<file path="src/rtl/dmx_pkg.sv">
package dmx_pkg;
  localparam int unsigned REMAP_BASE = 32'h154;
  localparam int unsigned INTR_OFF   = 32'h298;
  localparam int unsigned COMMIT_BIT = 31;
  localparam int unsigned CPU_SLICE  = 10;
  localparam int unsigned EN_POS     = 8;

  // Bits of the interrupt routing register that hold state.
  function automatic logic [31:0] intr_mask_f(input int n_cpu, input int n_ch);
    logic [31:0] m;
    m = '0;
    for (int c = 0; c < n_cpu; c++) begin
      for (int b = 0; b < n_ch; b++) m[c*CPU_SLICE + b] = 1'b1;
      m[c*CPU_SLICE + EN_POS] = 1'b1;
    end
    return m;
  endfunction
endpackage

</file>
<file path="src/rtl/dmx_regs.sv">
module dmx_regs
  import dmx_pkg::*;
#(
  parameter int N_CH   = 8,
  parameter int N_CPU  = 3,
  parameter int SEL_W  = 6,
  parameter int ADDR_W = 12
) (
  input  logic                    clk,
  input  logic                    rst,
  input  logic                    psel,
  input  logic                    penable,
  input  logic                    pwrite,
  input  logic [ADDR_W-1:0]       paddr,
  input  logic [31:0]             pwdata,
  output logic [31:0]             prdata,
  output logic [N_CH*SEL_W-1:0]   sel_act,
  output logic [N_CPU*N_CH-1:0]   route,
  output logic [N_CPU-1:0]        cpu_en
);
  localparam int N_REMAP = N_CH / 4;
  localparam logic [31:0] INTR_MASK = intr_mask_f(N_CPU, N_CH);
  localparam logic [ADDR_W-1:0] INTR_ADDR = ADDR_W'(INTR_OFF);

  function automatic logic [ADDR_W-1:0] remap_addr(input int k);
    return ADDR_W'(REMAP_BASE + 4 * k);
  endfunction

  logic              wr;
  logic [SEL_W-1:0]  stg_q [N_CH];
  logic [SEL_W-1:0]  act_q [N_CH];
  logic [31:0]       intr_q;
  logic              hit_any;

  assign wr = psel & penable & pwrite;

  always_ff @(posedge clk) begin
    if (rst) begin
      for (int n = 0; n < N_CH; n++) begin
        stg_q[n] <= '1;
        act_q[n] <= '1;
      end
      intr_q <= '0;
    end else if (wr) begin
      for (int n = 0; n < N_CH; n++) begin
        if (paddr == remap_addr(n / 4)) begin
          stg_q[n] <= pwdata[8*(n%4) +: SEL_W];
          if (pwdata[COMMIT_BIT]) act_q[n] <= pwdata[8*(n%4) +: SEL_W];
        end
      end
      if (paddr == INTR_ADDR) intr_q <= pwdata & INTR_MASK;
    end
  end

  always_comb begin
    for (int n = 0; n < N_CH; n++) sel_act[n*SEL_W +: SEL_W] = act_q[n];
    for (int c = 0; c < N_CPU; c++) begin
      for (int ch = 0; ch < N_CH; ch++) route[c*N_CH + ch] = intr_q[c*CPU_SLICE + ch];
      cpu_en[c] = intr_q[c*CPU_SLICE + EN_POS];
    end
  end

  always_comb begin
    prdata  = '0;
    hit_any = 1'b0;
    for (int k = 0; k < N_REMAP; k++)
      if (paddr == remap_addr(k)) hit_any = 1'b1;
    if (paddr == INTR_ADDR) begin
      hit_any = 1'b1;
      prdata  = intr_q;
    end
    for (int n = 0; n < N_CH; n++)
      if (paddr == remap_addr(n / 4)) prdata[8*(n%4) +: SEL_W] = stg_q[n];
  end

  // undefined offsets read as zero
  a_r9_undef_read_zero: assert property (@(posedge clk) disable iff (rst)
    (psel && !hit_any) |-> (prdata == '0));
  // commit flag never reads back
  a_r4_flag_reads_zero: assert property (@(posedge clk) disable iff (rst)
    psel |-> !prdata[COMMIT_BIT]);

  for (genvar n = 0; n < N_CH; n++) begin : g_chk
    // committed write lands in the active selector at the next edge
    a_r3_commit_loads: assert property (@(posedge clk) disable iff (rst)
      (wr && pwdata[COMMIT_BIT] && paddr == remap_addr(n / 4))
      |=> (act_q[n] == $past(pwdata[8*(n%4) +: SEL_W])));
    // a write without the flag leaves the active routing alone
    a_r4_stage_only: assert property (@(posedge clk) disable iff (rst)
      (wr && !pwdata[COMMIT_BIT]) |=> $stable(act_q[n]));
    // first cycle out of reset sees every channel unmapped
    a_r1_reset_unmapped: assert property (@(posedge clk) disable iff (rst)
      $past(rst) |-> (act_q[n] == '1));
  end
endmodule

</file>
<file path="src/rtl/dmx_req_mux.sv">
module dmx_req_mux #(
  parameter int N_CH     = 8,
  parameter int N_PERIPH = 43,
  parameter int SEL_W    = 6
) (
  input  logic [N_PERIPH-1:0]     periph_req,
  input  logic [N_CH*SEL_W-1:0]   sel_act,
  output logic [N_CH-1:0]         req_raw
);
  localparam int N_SLOT = 2 ** SEL_W;

  // Slots at and above N_PERIPH are tied low, so out-of-range selectors
  // (the all-ones code included) produce an idle request.
  logic [N_SLOT-1:0] slots;
  assign slots = {{(N_SLOT - N_PERIPH){1'b0}}, periph_req};

  for (genvar ch = 0; ch < N_CH; ch++) begin : g_ch
    assign req_raw[ch] = slots[sel_act[ch*SEL_W +: SEL_W]];
  end
endmodule

</file>
<file path="src/rtl/dmx_irq_route.sv">
module dmx_irq_route #(
  parameter int N_CH  = 8,
  parameter int N_CPU = 3
) (
  input  logic [N_CH-1:0]        ch_done_irq,
  input  logic [N_CPU*N_CH-1:0]  route,
  input  logic [N_CPU-1:0]       cpu_en,
  output logic [N_CPU-1:0]       irq_raw
);
  for (genvar c = 0; c < N_CPU; c++) begin : g_cpu
    assign irq_raw[c] = cpu_en[c] & |(route[c*N_CH +: N_CH] & ch_done_irq);
  end
endmodule

</file>
<file path="src/rtl/dmx_router.sv">
module dmx_router #(
  parameter int N_CH     = 8,
  parameter int N_PERIPH = 43,
  parameter int N_CPU    = 3,
  parameter int SEL_W    = 6,
  parameter int ADDR_W   = 12,
  parameter bit OUT_REG  = 1'b1
) (
  input  logic                 clk,
  input  logic                 rst,
  input  logic                 psel,
  input  logic                 penable,
  input  logic                 pwrite,
  input  logic [ADDR_W-1:0]    paddr,
  input  logic [31:0]          pwdata,
  output logic [31:0]          prdata,
  input  logic [N_PERIPH-1:0]  periph_req,
  input  logic [N_CH-1:0]      ch_done_irq,
  output logic [N_CH-1:0]      chan_req,
  output logic [N_CPU-1:0]     cpu_irq
);
  logic [N_CH*SEL_W-1:0]  sel_act;
  logic [N_CPU*N_CH-1:0]  route;
  logic [N_CPU-1:0]       cpu_en;
  logic [N_CH-1:0]        req_raw;
  logic [N_CPU-1:0]       irq_raw;

  dmx_regs #(.N_CH(N_CH), .N_CPU(N_CPU), .SEL_W(SEL_W), .ADDR_W(ADDR_W)) u_regs (
    .clk(clk), .rst(rst), .psel(psel), .penable(penable), .pwrite(pwrite),
    .paddr(paddr), .pwdata(pwdata), .prdata(prdata),
    .sel_act(sel_act), .route(route), .cpu_en(cpu_en)
  );

  dmx_req_mux #(.N_CH(N_CH), .N_PERIPH(N_PERIPH), .SEL_W(SEL_W)) u_mux (
    .periph_req(periph_req), .sel_act(sel_act), .req_raw(req_raw)
  );

  dmx_irq_route #(.N_CH(N_CH), .N_CPU(N_CPU)) u_irq (
    .ch_done_irq(ch_done_irq), .route(route), .cpu_en(cpu_en), .irq_raw(irq_raw)
  );

  if (OUT_REG) begin : g_oreg
    always_ff @(posedge clk) begin
      if (rst) begin
        chan_req <= '0;
        cpu_irq  <= '0;
      end else begin
        chan_req <= req_raw;
        cpu_irq  <= irq_raw;
      end
    end
    for (genvar ch = 0; ch < N_CH; ch++) begin : g_a_ch
      // an out-of-range selector idles the channel one edge later
      a_r6_unmapped_low: assert property (@(posedge clk) disable iff (rst)
        (int'(sel_act[ch*SEL_W +: SEL_W]) >= N_PERIPH) |=> !chan_req[ch]);
    end
    for (genvar c = 0; c < N_CPU; c++) begin : g_a_cpu
      // a disabled CPU sees no interrupt
      a_r8_cpu_gate: assert property (@(posedge clk) disable iff (rst)
        !cpu_en[c] |=> !cpu_irq[c]);
    end
  end else begin : g_comb
    assign chan_req = req_raw;
    assign cpu_irq  = irq_raw;
    for (genvar ch = 0; ch < N_CH; ch++) begin : g_a_ch
      // an out-of-range selector idles the channel
      a_r6_unmapped_low: assert property (@(posedge clk) disable iff (rst)
        (int'(sel_act[ch*SEL_W +: SEL_W]) >= N_PERIPH) |-> !chan_req[ch]);
    end
    for (genvar c = 0; c < N_CPU; c++) begin : g_a_cpu
      // a disabled CPU sees no interrupt
      a_r8_cpu_gate: assert property (@(posedge clk) disable iff (rst)
        !cpu_en[c] |-> !cpu_irq[c]);
    end
  end
endmodule

</file>
<file path="config.mk">
export PLATFORM = sky130hd
export DESIGN_NAME = dmx_router
export DESIGN_NICKNAME = d
export VERILOG_FILES = /design/src/rtl/dmx_pkg.sv /design/src/rtl/dmx_regs.sv /design/src/rtl/dmx_req_mux.sv /design/src/rtl/dmx_irq_route.sv /design/src/rtl/dmx_router.sv
export SDC_FILE = /design/constraint.sdc
export NUM_CORES = 1
export LEC_CHECK = 0
export ABC_AREA = 0
export BUFFER_PORTS_ARGS = -buffer_cell sky130_fd_sc_hd__buf_2
export CAP_MARGIN = 10
export CORE_MARGIN = 2
export CORE_UTILIZATION = 35
export CTS_CLUSTER_DIAMETER = 150
export DETAILED_ROUTE_END_ITERATION = 6
export GPL_TIMING_DRIVEN = 0
export PLACE_DENSITY_LB_ADDON = 0.08
export RECOVER_POWER = 100
export SETUP_SLACK_MARGIN = 0.5
export SLEW_MARGIN = 20
export SYNTH_ARGS = -nofsm -noshare
export SYNTH_HDL_FRONTEND = slang
export SYNTH_SLANG_ARGS = --single-unit
</file>
<file path="constraint.sdc">
create_clock -name clk -period 4.2 [get_ports clk]
set_input_delay 0.84 -clock clk [delete_from_list [all_inputs] [get_ports clk]]
set_output_delay 0.84 -clock clk [all_outputs]
set_load 0.01 [all_outputs]
</file>
==> results of run 1 <==
-- layer usage --
| layer | GRT usage | share of wire |
|---|---|---|
| met5 | 0 | 0 |
| met4 | 0.08640 | 0.031 |
| met3 | 0.05398 | 0.087 |
| met2 | 0.3601 | 0.45 |
| met1 | 0.3237 | 0.43 |
-- state kept, by name, summed over array words and instances (netlist names) --
register / count
u_regs.intr_q: 27
chan_req: 8
u_regs.stg_q: 48
u_regs.act_q: 48
cpu_irq: 3
-- synth_stat cells, drive strengths merged, types with 2 or more instances --
master | instances | area [um2]
mux4 | 64 | 1441
mux2 | 21 | 236.5
a22oi | 6 | 45.04
or4b | 2 | 20.02
or4 | 2 | 18.77
a22o | 6 | 52.55
a21o | 2 | 15.01
a222oi | 21 | 210.2
mux2i | 27 | 270.3
a21oi | 29 | 145.1
o31ai | 10 | 75.07
buf | 35 | 217.7
nand3 | 11 | 55.05
inv | 37 | 138.9
and2 | 6 | 37.54
or2 | 84 | 525.5
o22ai | 8 | 50.05
edfxtp | 96 | 2883
nand3b | 9 | 67.56
or3b | 6 | 52.55
o32a | 4 | 40.04
a32oi | 8 | 70.07
nor4 | 3 | 63.81
a32o | 8 | 80.08
dfxtp | 38 | 760.7
nor3b | 10 | 75.07
clkbuf | 26 | 97.59
o21ai | 6 | 30.03
nand2b | 9 | 56.30
o221ai | 8 | 70.07
nand2 | 69 | 259.0
nor2 | 25 | 93.84
a311oi | 3 | 26.28
nand4 | 12 | 75.07
nor2b | 2 | 12.51
a31o | 2 | 17.52
a221oi | 3 | 26.28
o221a | 7 | 78.83
-- kinds of logic after synthesis --
logic type	after synthesis	synth area share
buf+inv	98	0.05287
compound gates	134	0.1234
other cells	1	0.0004365
flops	134	0.4241
mux	112	0.2268
simple gates	255	0.1724
-- cell type report --
cell class                 count  area (um2)
multi-input combinational    503        4482
timing repair buffer         141       669.4
inverter                      37       138.9
tap                          324       405.4
sequential                   134        3643
fill                        2356       13910
buffer                        61       290.3
clock inverter                 7       76.32
clock buffer                  25       559.3
-- worst max-delay path by stage --
stage,from,to
6_report,paddr[1],prdata[4]
5_1_grt,paddr[1],prdata[25]
4_1_cts,paddr[1],prdata[16]
3_5_place_dp,paddr[1],u_regs.act_q[0][15]$_SDFFCE_PN1P_
3_3_place_gp,paddr[1],u_regs.act_q[0][19]$_SDFFCE_PN1P_
2_1_floorplan,paddr[1],prdata[18]
-- tightest hold or removal path: stages, from the launching register on --
cell	delay [ps]
dfxtp_1	320
inv_1	50
a311oi_1	40
-- where the power goes --
| group | switching (mW) | leakage (nW) | total (mW) | internal, mW |
|---|---|---|---|---|
| registers | 0.0436 | 1.27 | 1.52 | 1.48 |
| logic | 0.298 | 2.13 | 0.536 | 0.237 |
| clock network | 0.583 | 0.316 | 1.57 | 0.990 |
-- per-stage QoR --
stage	setup slack (ps)	hold WS [ps]	instance area, um2
finish	451.5	460.2	10260
global route	374.8	492.2	10260
CTS	527.9	462.9	10330
detailed placement	345.1	457.6	9676
global placement	378.6	453.5	9676
floorplan	1031	421.1	8594
-- timing repair --
item                                    4_1_cts  5_1_grt
cloned                                        0        0
endpoints found under the setup margin       10       10
setup buffers                                 2        4
gates resized for setup                       0        0
pin swaps                                     1        2
==> results_dict.tcl, run 1 <==
set metrics [dict create \
    dieWidth_um 160.7 \
    endpoint_kind "primary output" \
    grt_pass1_wl_um 44880 \
    max_stage_delay_ps 510 \
    drt_wl_total_um 30620 \
    rr_worst_depth 6 \
    dieArea_mm2 0.02581 \
    rsz0062_at_grt "no" \
    wl_per_cell_um 24.85 \
    start_util 0.3553 \
    synth_ff_type "edfxtp_1" \
    slowest_stage "or4_1" \
    power_density_mw_per_mm2 353.8 \
    maxCapViolCount 0 \
    critPathKind "input pin to primary output" \
    reg2reg_setup_slack_ps 1640 \
    final.setup.tns_ps 0 \
    p_leak_nw 3.722 \
    ir_drop_uv 276.0 \
    fin_cells 1232 \
    ioPinCount 143 \
    critPathBufInv 6 \
    synth_cell_types 52 \
    reg2reg_from "u_regs.act_q[0][12]$_SDFFCE_PN1P_" \
    io_buffer_count 135 \
    rr_endpoint "chan_req[2]$_SDFF_PP0_" \
    num-nets-final 995 \
    ys_seq_area_frac 0.4241 \
    grt_max_degree 25 \
    crit_path_max_fanout 10 \
    p_total_mw 3.632 \
    route.detailed.drc 0 \
    core-area_mm2 0.02418 \
    dp.cells 1194 \
    drtPass1Iterations 6 \
    cts_buffers 17 \
    gr-total-overflow 0 \
    finalHoldViolations 0 \
    gp_congestion 0.9031 \
    worstPathArrival_ps 2910 \
    clk_pin_slew_ps 60 \
    min_period_ps 3749 \
    numClockSinks 134 \
    final_common_cell "buf_2" \
    cts_tree "built" \
    drive_above_1_share 0.3117 \
    cp.depth 9 \
    setup_viol 0 \
    setup.worst_path.start_class "input pin" \
    cp_cell_sequence "buf_2 -> or4_1 -> clkbuf_1 -> nor4b_4 -> clkbuf_1 -> buf_6 -> a222oi_1 -> inv_1 -> clkbuf_1" \
    clock.fmax_mhz 266.8 \
    antenna_left 0 \
    hp-start "u_regs.intr_q[28]$_SDFFE_PP0P_" \
    final_cell_mix "buf_2 (116), edfxtp_1 (96), nand2_1 (69)" \
    maxSlewViolCount 0 \
    synth_edf_count 96 \
    antenna_found_initial 0 \
    cts-root-to-sink-buffers 2 \
    path_common_cell "clkbuf_1" \
    synthToLayoutAreaGrowth_pct 19.49 \
    syn_inst 734 \
    syn_avg_cell_area_um2 11.70 \
    synth_async_sr_flop_share 0 \
    status "complete, no violations" \
    hold_path.class "flop to flop" \
    worst_pin_slew_ps 1171 \
    avgViaCountPerCell 5.933 \
    yosys_warnings 0 \
    ctsHoldBuffers 0 \
    grt_pass1_vias 7232 \
    die_y_um 160.7 \
    vias 7309 \
    clkLatencyLatePin_ps 420 \
    drt_iter0_markers 877 \
    netlist_area_mm2 0.008591 \
    min_path_cells 2 \
    cts_root_buffer "clkbuf_16" \
    worstPathRequired_ps 3360 \
    maxSlewHeadroom 0.2194 \
    fin_worst_skew_ps 8.423 \
    hpwlAfterDp_um 22110 \
    antenna_cells 0 \
    final_util 0.4246 \
    grtUsageTotal 0.2340 \
    worstHoldEndpoint "cpu_irq[2]$_SDFF_PP0_" \
    ys_seq_elements 134 \
    htreeDepth 4 \
    final.period_utilization 0.8925 \
    crit_family "buffers and inverters" \
    rows 57 \
]
Power figures use the tool's default switching activity.
==> run 2: changes to the inputs <==
--- a/config.mk
+++ b/config.mk
@@ -9,7 +9,7 @@
 export BUFFER_PORTS_ARGS = -buffer_cell sky130_fd_sc_hd__buf_2
 export CAP_MARGIN = 10
 export CORE_MARGIN = 2
-export CORE_UTILIZATION = 35
+export CORE_UTILIZATION = 45
 export CTS_CLUSTER_DIAMETER = 150
 export DETAILED_ROUTE_END_ITERATION = 6
 export GPL_TIMING_DRIVEN = 0
==> results_dict.tcl, run 2 (synthesis gave the netlist of run 1 again) <==
set metrics [dict create \
    status "complete, no violations" \
    cts-root-to-sink-buffers 2 \
    ioPinCount 143 \
    ir_drop_uv 272.8 \
    fin_worst_skew_ps 5.181 \
    worstPathRequired_ps 3360 \
    cts_resized 0 \
    die_y_um 142.2 \
    antenna_found_initial 0 \
    top_layer "met4" \
    grt_pass1_vias 7231 \
    finalHoldViolations 0 \
    crit_family "buffers and inverters" \
    p_int_mw 2.599 \
    gp_congestion 0.9250 \
    clkPwrFrac 0.420 \
    grtUsageTotal 0.2931 \
    path_common_cell "clkbuf_1" \
    final_common_cell "buf_2" \
    setup.worst_path.start_class "input pin" \
    cts_root_buffer "clkbuf_16" \
    cts_buffers 17 \
    final.setup.tns_ps 0 \
    max_stage_delay_ps 510 \
    synthToLayoutAreaGrowth_pct 17.72 \
    avgViaCountPerCell 6.535 \
    antenna_cells 0 \
    drt_wl_total_um 29530 \
    clkLatencyLatePin_ps 420 \
    power_density_mw_per_mm2 349.7 \
    p_comb_frac 0.151 \
    maxSlewViolCount 0 \
    core-area_mm2 0.01871 \
    wl_met3_um 3029 \
    grt_pass1_wl_um 43710 \
    clock.fmax_mhz 262.3 \
    htreeDepth 4 \
    route.detailed.drc 0 \
    cts_tree "built" \
    io_buffer_count 135 \
    dieArea_mm2 0.02021 \
    num-fill-cells 1665 \
    vias 7463 \
    maxSlewHeadroom 0.2303 \
    worstPathArrival_ps 2970 \
    crit_path_max_fanout 10 \
    pwr-share-seq 0.430 \
    p_total_mw 3.537 \
    wl_met2_um 13370 \
    p_sw_uw 938.1 \
    numClockSinks 134 \
    rows 50 \
    cp.depth 9 \
    num-nets-final 995 \
    maxCapViolCount 0 \
    critPathBufInv 6 \
    cp_cell_sequence "buf_2 -> or4_4 -> clkbuf_1 -> nor4b_1 -> clkbuf_1 -> buf_6 -> a222oi_1 -> inv_1 -> clkbuf_1" \
    antenna_left 0 \
    gr-total-overflow 0 \
    clk_pin_slew_ps 60 \
    swShare 0.2652 \
    slowest_stage "or4_4" \
    endpoint_kind "primary output" \
    min_period_ps 3812 \
    p_leak_nw 3.685 \
    hold_path.class "flop to flop" \
    final_cell_mix "buf_2 (110), edfxtp_1 (96), nand2_1 (69)" \
    grt_max_degree 25 \
    drtPass1Iterations 7 \
    setup_viol 0 \
    hpwlAfterDp_um 20720 \
    drt_iter0_markers 675 \
    worst_pin_slew_ps 1155 \
    wl_per_cell_um 25.86 \
    drive_above_1_share 0.3095 \
    dieWidth_um 142.2 \
    rsz0062_at_grt "no" \
    top_regs "u_regs.act_q x48, u_regs.stg_q x48, u_regs.intr_q x27" \
    met1_length_um 11820 \
    critPathKind "input pin to primary output" \
    start_util 0.4593 \
    rr_worst_depth 6 \
    min_path_cells 2 \
    final.period_utilization 0.9077 \
]
-- run 2: cell types whose count changed in the layout (fill, tap and decap cells not counted), moves of 2 or more --
| cell | change |
|---|---|
| clkbuf_1 | +3 |
| buf_2 | -6 |
| clkbuf_4 | +2 |
| clkbuf_8 | -3 |
-- run 2: power by group through the flow --
stage          clock network [mW]  logic, mW  registers, mW
4_1_cts                      1.50      0.524           1.52
6_report                     1.48      0.532           1.52
3_3_place_gp                    0      0.512           1.55
5_1_grt                      1.56      0.558           1.53
3_5_place_dp                    0      0.522           1.55
2_1_floorplan                   0      0.318           1.53
-- run 2: path summary, 6_finish.rpt --
kind / slack, ps / start / end
hold / removal: 460 / u_regs.intr_q[28]$_SDFFE_PP0P_ / cpu_irq[2]$_SDFF_PP0_
hold reg to reg: 460 / u_regs.intr_q[28]$_SDFFE_PP0P_ / cpu_irq[2]$_SDFF_PP0_
setup / recovery: 390 / paddr[1] / prdata[1]
setup reg to reg: 1650 / u_regs.act_q[0][12]$_SDFFCE_PN1P_ / chan_req[2]$_SDFF_PP0_
-- run 2: per-layer routing --
| metal | GRT usage | vias to the layer above |
|---|---|---|
| li1 | - | 3187 |
| met1 | 0.3946 | 3682 |
| met5 | 0 | - |
| met2 | 0.4556 | 507 |
| met3 | 0.06057 | 87 |
| met4 | 0.1395 | 0 |
-- run 2: what timing repair did --
action | CTS | global route
pin swaps | 1 | 2
endpoints found under the setup margin | 10 | 3
buffers inserted | 3 | 3
hold buffers | 0 | 0
-- run 2: tightest hold or removal path: cells and delay by family (launching register included) --
family	cells	cell delay, ps
DFF	1	320
buffers and inverters	1	50
AOI/OAI and AO/OA	1	40
-- run 2: stage by stage --
stage | utilization | area [um2] | hold slack, ps | setup slack, ps | instances
finish | 0.5407 | 10110 | 464.1 | 387.7 | 1142
global route | 0.5407 | 10110 | 479.7 | 267.4 | 1142
CTS | 0.5443 | 10180 | 458.5 | 553.6 | 1139
detailed placement | 0.5112 | 9563 | 453.9 | 356.5 | 1104
global placement | 0.5112 | 9563 | 452.2 | 404.5 | 1104
floorplan | - | 8594 | 421.1 | 1031 | 735
-- run 2: layout make-up --
| class | count | area (um2) | area share |
|---|---|---|---|
| multi-input cells | 503 | 4482 | 0.4432 |
| flip-flops and latches | 134 | 3643 | 0.3603 |
| repair buffers | 141 | 669.4 | 0.06619 |
| clock buffers | 21 | 514.2 | 0.05085 |
| well taps | 234 | 292.8 | 0.02895 |
| plain buffers | 61 | 290.3 | 0.02870 |
| inverters | 37 | 138.9 | 0.01373 |
| clock inverters | 11 | 82.58 | 0.008165 |
==> run 3: changes to the inputs <==
==> constraint.sdc (replaced) <==
create_clock -name clk -period 4.9 [get_ports clk]
set_input_delay 0.98 -clock clk [delete_from_list [all_inputs] [get_ports clk]]
set_output_delay 0.98 -clock clk [all_outputs]
set_load 0.01 [all_outputs]
==> results_dict.tcl, run 3 (synthesis gave the netlist of run 1 again) <==
set metrics [dict create \
    status "finished with violations" \
    violations "DRC" \
    avgViaCountPerCell 6.558 \
    ctsHoldBuffers 0 \
    postLayoutSetupSlackWorst_ps 513.9 \
    top_regs "u_regs.act_q x48, u_regs.stg_q x48, u_regs.intr_q x27" \
    rsz0062_at_grt "no" \
    post_cts_buffers 0 \
    dieWidth_um 142.2 \
    finalHoldViolations 0 \
    gp_congestion 0.9250 \
    final.period_utilization 0.8951 \
    io_buffer_count 135 \
    vias 7450 \
    dieArea_mm2 0.02021 \
    setup.worst_path.start_class "input pin" \
    core-area_mm2 0.01871 \
    final.setup.tns_ps 0 \
    grtUsageTotal 0.2927 \
    cts_root_buffer "clkbuf_16" \
    route.detailed.drc 8 \
    cts_buffers 17 \
    antenna_cells 0 \
    cts_resized 0 \
    cts_tree "built" \
    ir_drop_uv 229.7 \
    antenna_found_initial 0 \
    setup_viol 0 \
    grt_pass1_wl_um 43650 \
    grt_max_degree 25 \
    rows 50 \
    num-nets-final 989 \
    endpoint_kind "primary output" \
    numClockSinks 134 \
    final_common_cell "buf_2" \
    hold_path.class "flop to flop" \
    wl_per_cell_um 25.98 \
    die_y_um 142.2 \
    ioPinCount 143 \
    synthToLayoutAreaGrowth_pct 17.32 \
    clkLatencyLatePin_ps 410 \
    critPathKind "input pin to primary output" \
    start_util 0.4593 \
    maxCapViolCount 0 \
    post-place-ws_ps 859.6 \
    drt_wl_total_um 29520 \
    worst_pin_slew_ps 1157 \
    maxSlewHeadroom 0.2286 \
    cts-root-to-sink-buffers 2 \
    drtPass1Iterations 7 \
    antenna_left 0 \
    clk_pin_slew_ps 60 \
    whs_ps 457.1 \
    place_area_mm2 0.009563 \
    finalInstanceArea_mm2 0.01008 \
    grt_pass1_vias 7219 \
    power_density_mw_per_mm2 300.7 \
    worstPathArrival_ps 3410 \
    drt_iter0_markers 775 \
    gr-total-overflow 0 \
    fin_worst_skew_ps 6.287 \
    htreeDepth 4 \
    crit_path_max_fanout 10 \
    clock.fmax_mhz 228.0 \
    final_cell_mix "buf_2 (113), edfxtp_1 (96), nand2_1 (69)" \
    drive_above_1_share 0.3104 \
    worstPathRequired_ps 3920 \
    min_period_ps 4386 \
    p_leak_nw 3.666 \
    maxSlewViolCount 0 \
    hpwlAfterDp_um 20720 \
]
==> run 3: changes by cell type in the layout (fill, tap and decap cells not counted) <==
cell      delta
clkbuf_1     -4
nor4b_1      -1
nor4b_2      +1
and2_0       +4
and2_1       -4
buf_4        -2
buf_6        -1
clkbuf_4     -2
buf_2        +3
==> run 3: final cells by class <==
type,count,area (um2)
well taps,234,292.8
flip-flops and latches,134,3643
inverters,37,138.9
plain buffers,61,282.8
clock inverters,11,82.58
multi-input cells,503,4488
clock buffers,21,514.2
fillers,1669,8627
repair buffers,135,635.6
==> run 3: worst paths after layout <==
kind                                 end                         startpoint  slack (ps)  depth (start not counted)
setup / recovery               prdata[1]                           paddr[1]         510                          8
hold / removal     cpu_irq[2]$_SDFF_PP0_     u_regs.intr_q[28]$_SDFFE_PP0P_         460                          2
setup reg to reg  chan_req[2]$_SDFF_PP0_  u_regs.act_q[0][12]$_SDFFCE_PN1P_        2360                          6
hold reg to reg    cpu_irq[2]$_SDFF_PP0_     u_regs.intr_q[28]$_SDFFE_PP0P_         460                          2
==> run 3: per-stage QoR <==
step           utilization  total power, mW  cells
5_1_grt             0.5388            3.122   1136
4_1_cts             0.5431            3.035   1136
6_report            0.5388            3.031   1136
2_1_floorplan            -            1.588    735
3_5_place_dp        0.5112            1.773   1104
3_3_place_gp        0.5112            1.765   1104
==> run 3: power breakdown <==
| group | internal [mW] | switching, mW | leakage, nW |
|---|---|---|---|
| Sequential | 1.27 | 0.0356 | 1.27 |
| Combinational | 0.203 | 0.254 | 2.10 |
| Clock | 0.757 | 0.514 | 0.296 |
| Total | 2.23 | 0.803 | 3.67 |
==> run 3: worst max-delay path: stages <==
cell	delay (ps)
buf_2	100
or4_4	510
clkbuf_1	230
nor4b_2	940
buf_6	270
a222oi_1	130
inv_1	100
buf_2	130
==> run 3: layer usage <==
metal	track usage	wire (um)	vias to the layer above	part of all wire
li1	-	-	3178	-
met1	0.3942	11940	3683	0.40
met2	0.4533	13310	504	0.45
met3	0.06057	3009	85	0.10
met4	0.1426	1261	0	0.043
met5	0	0	-	0
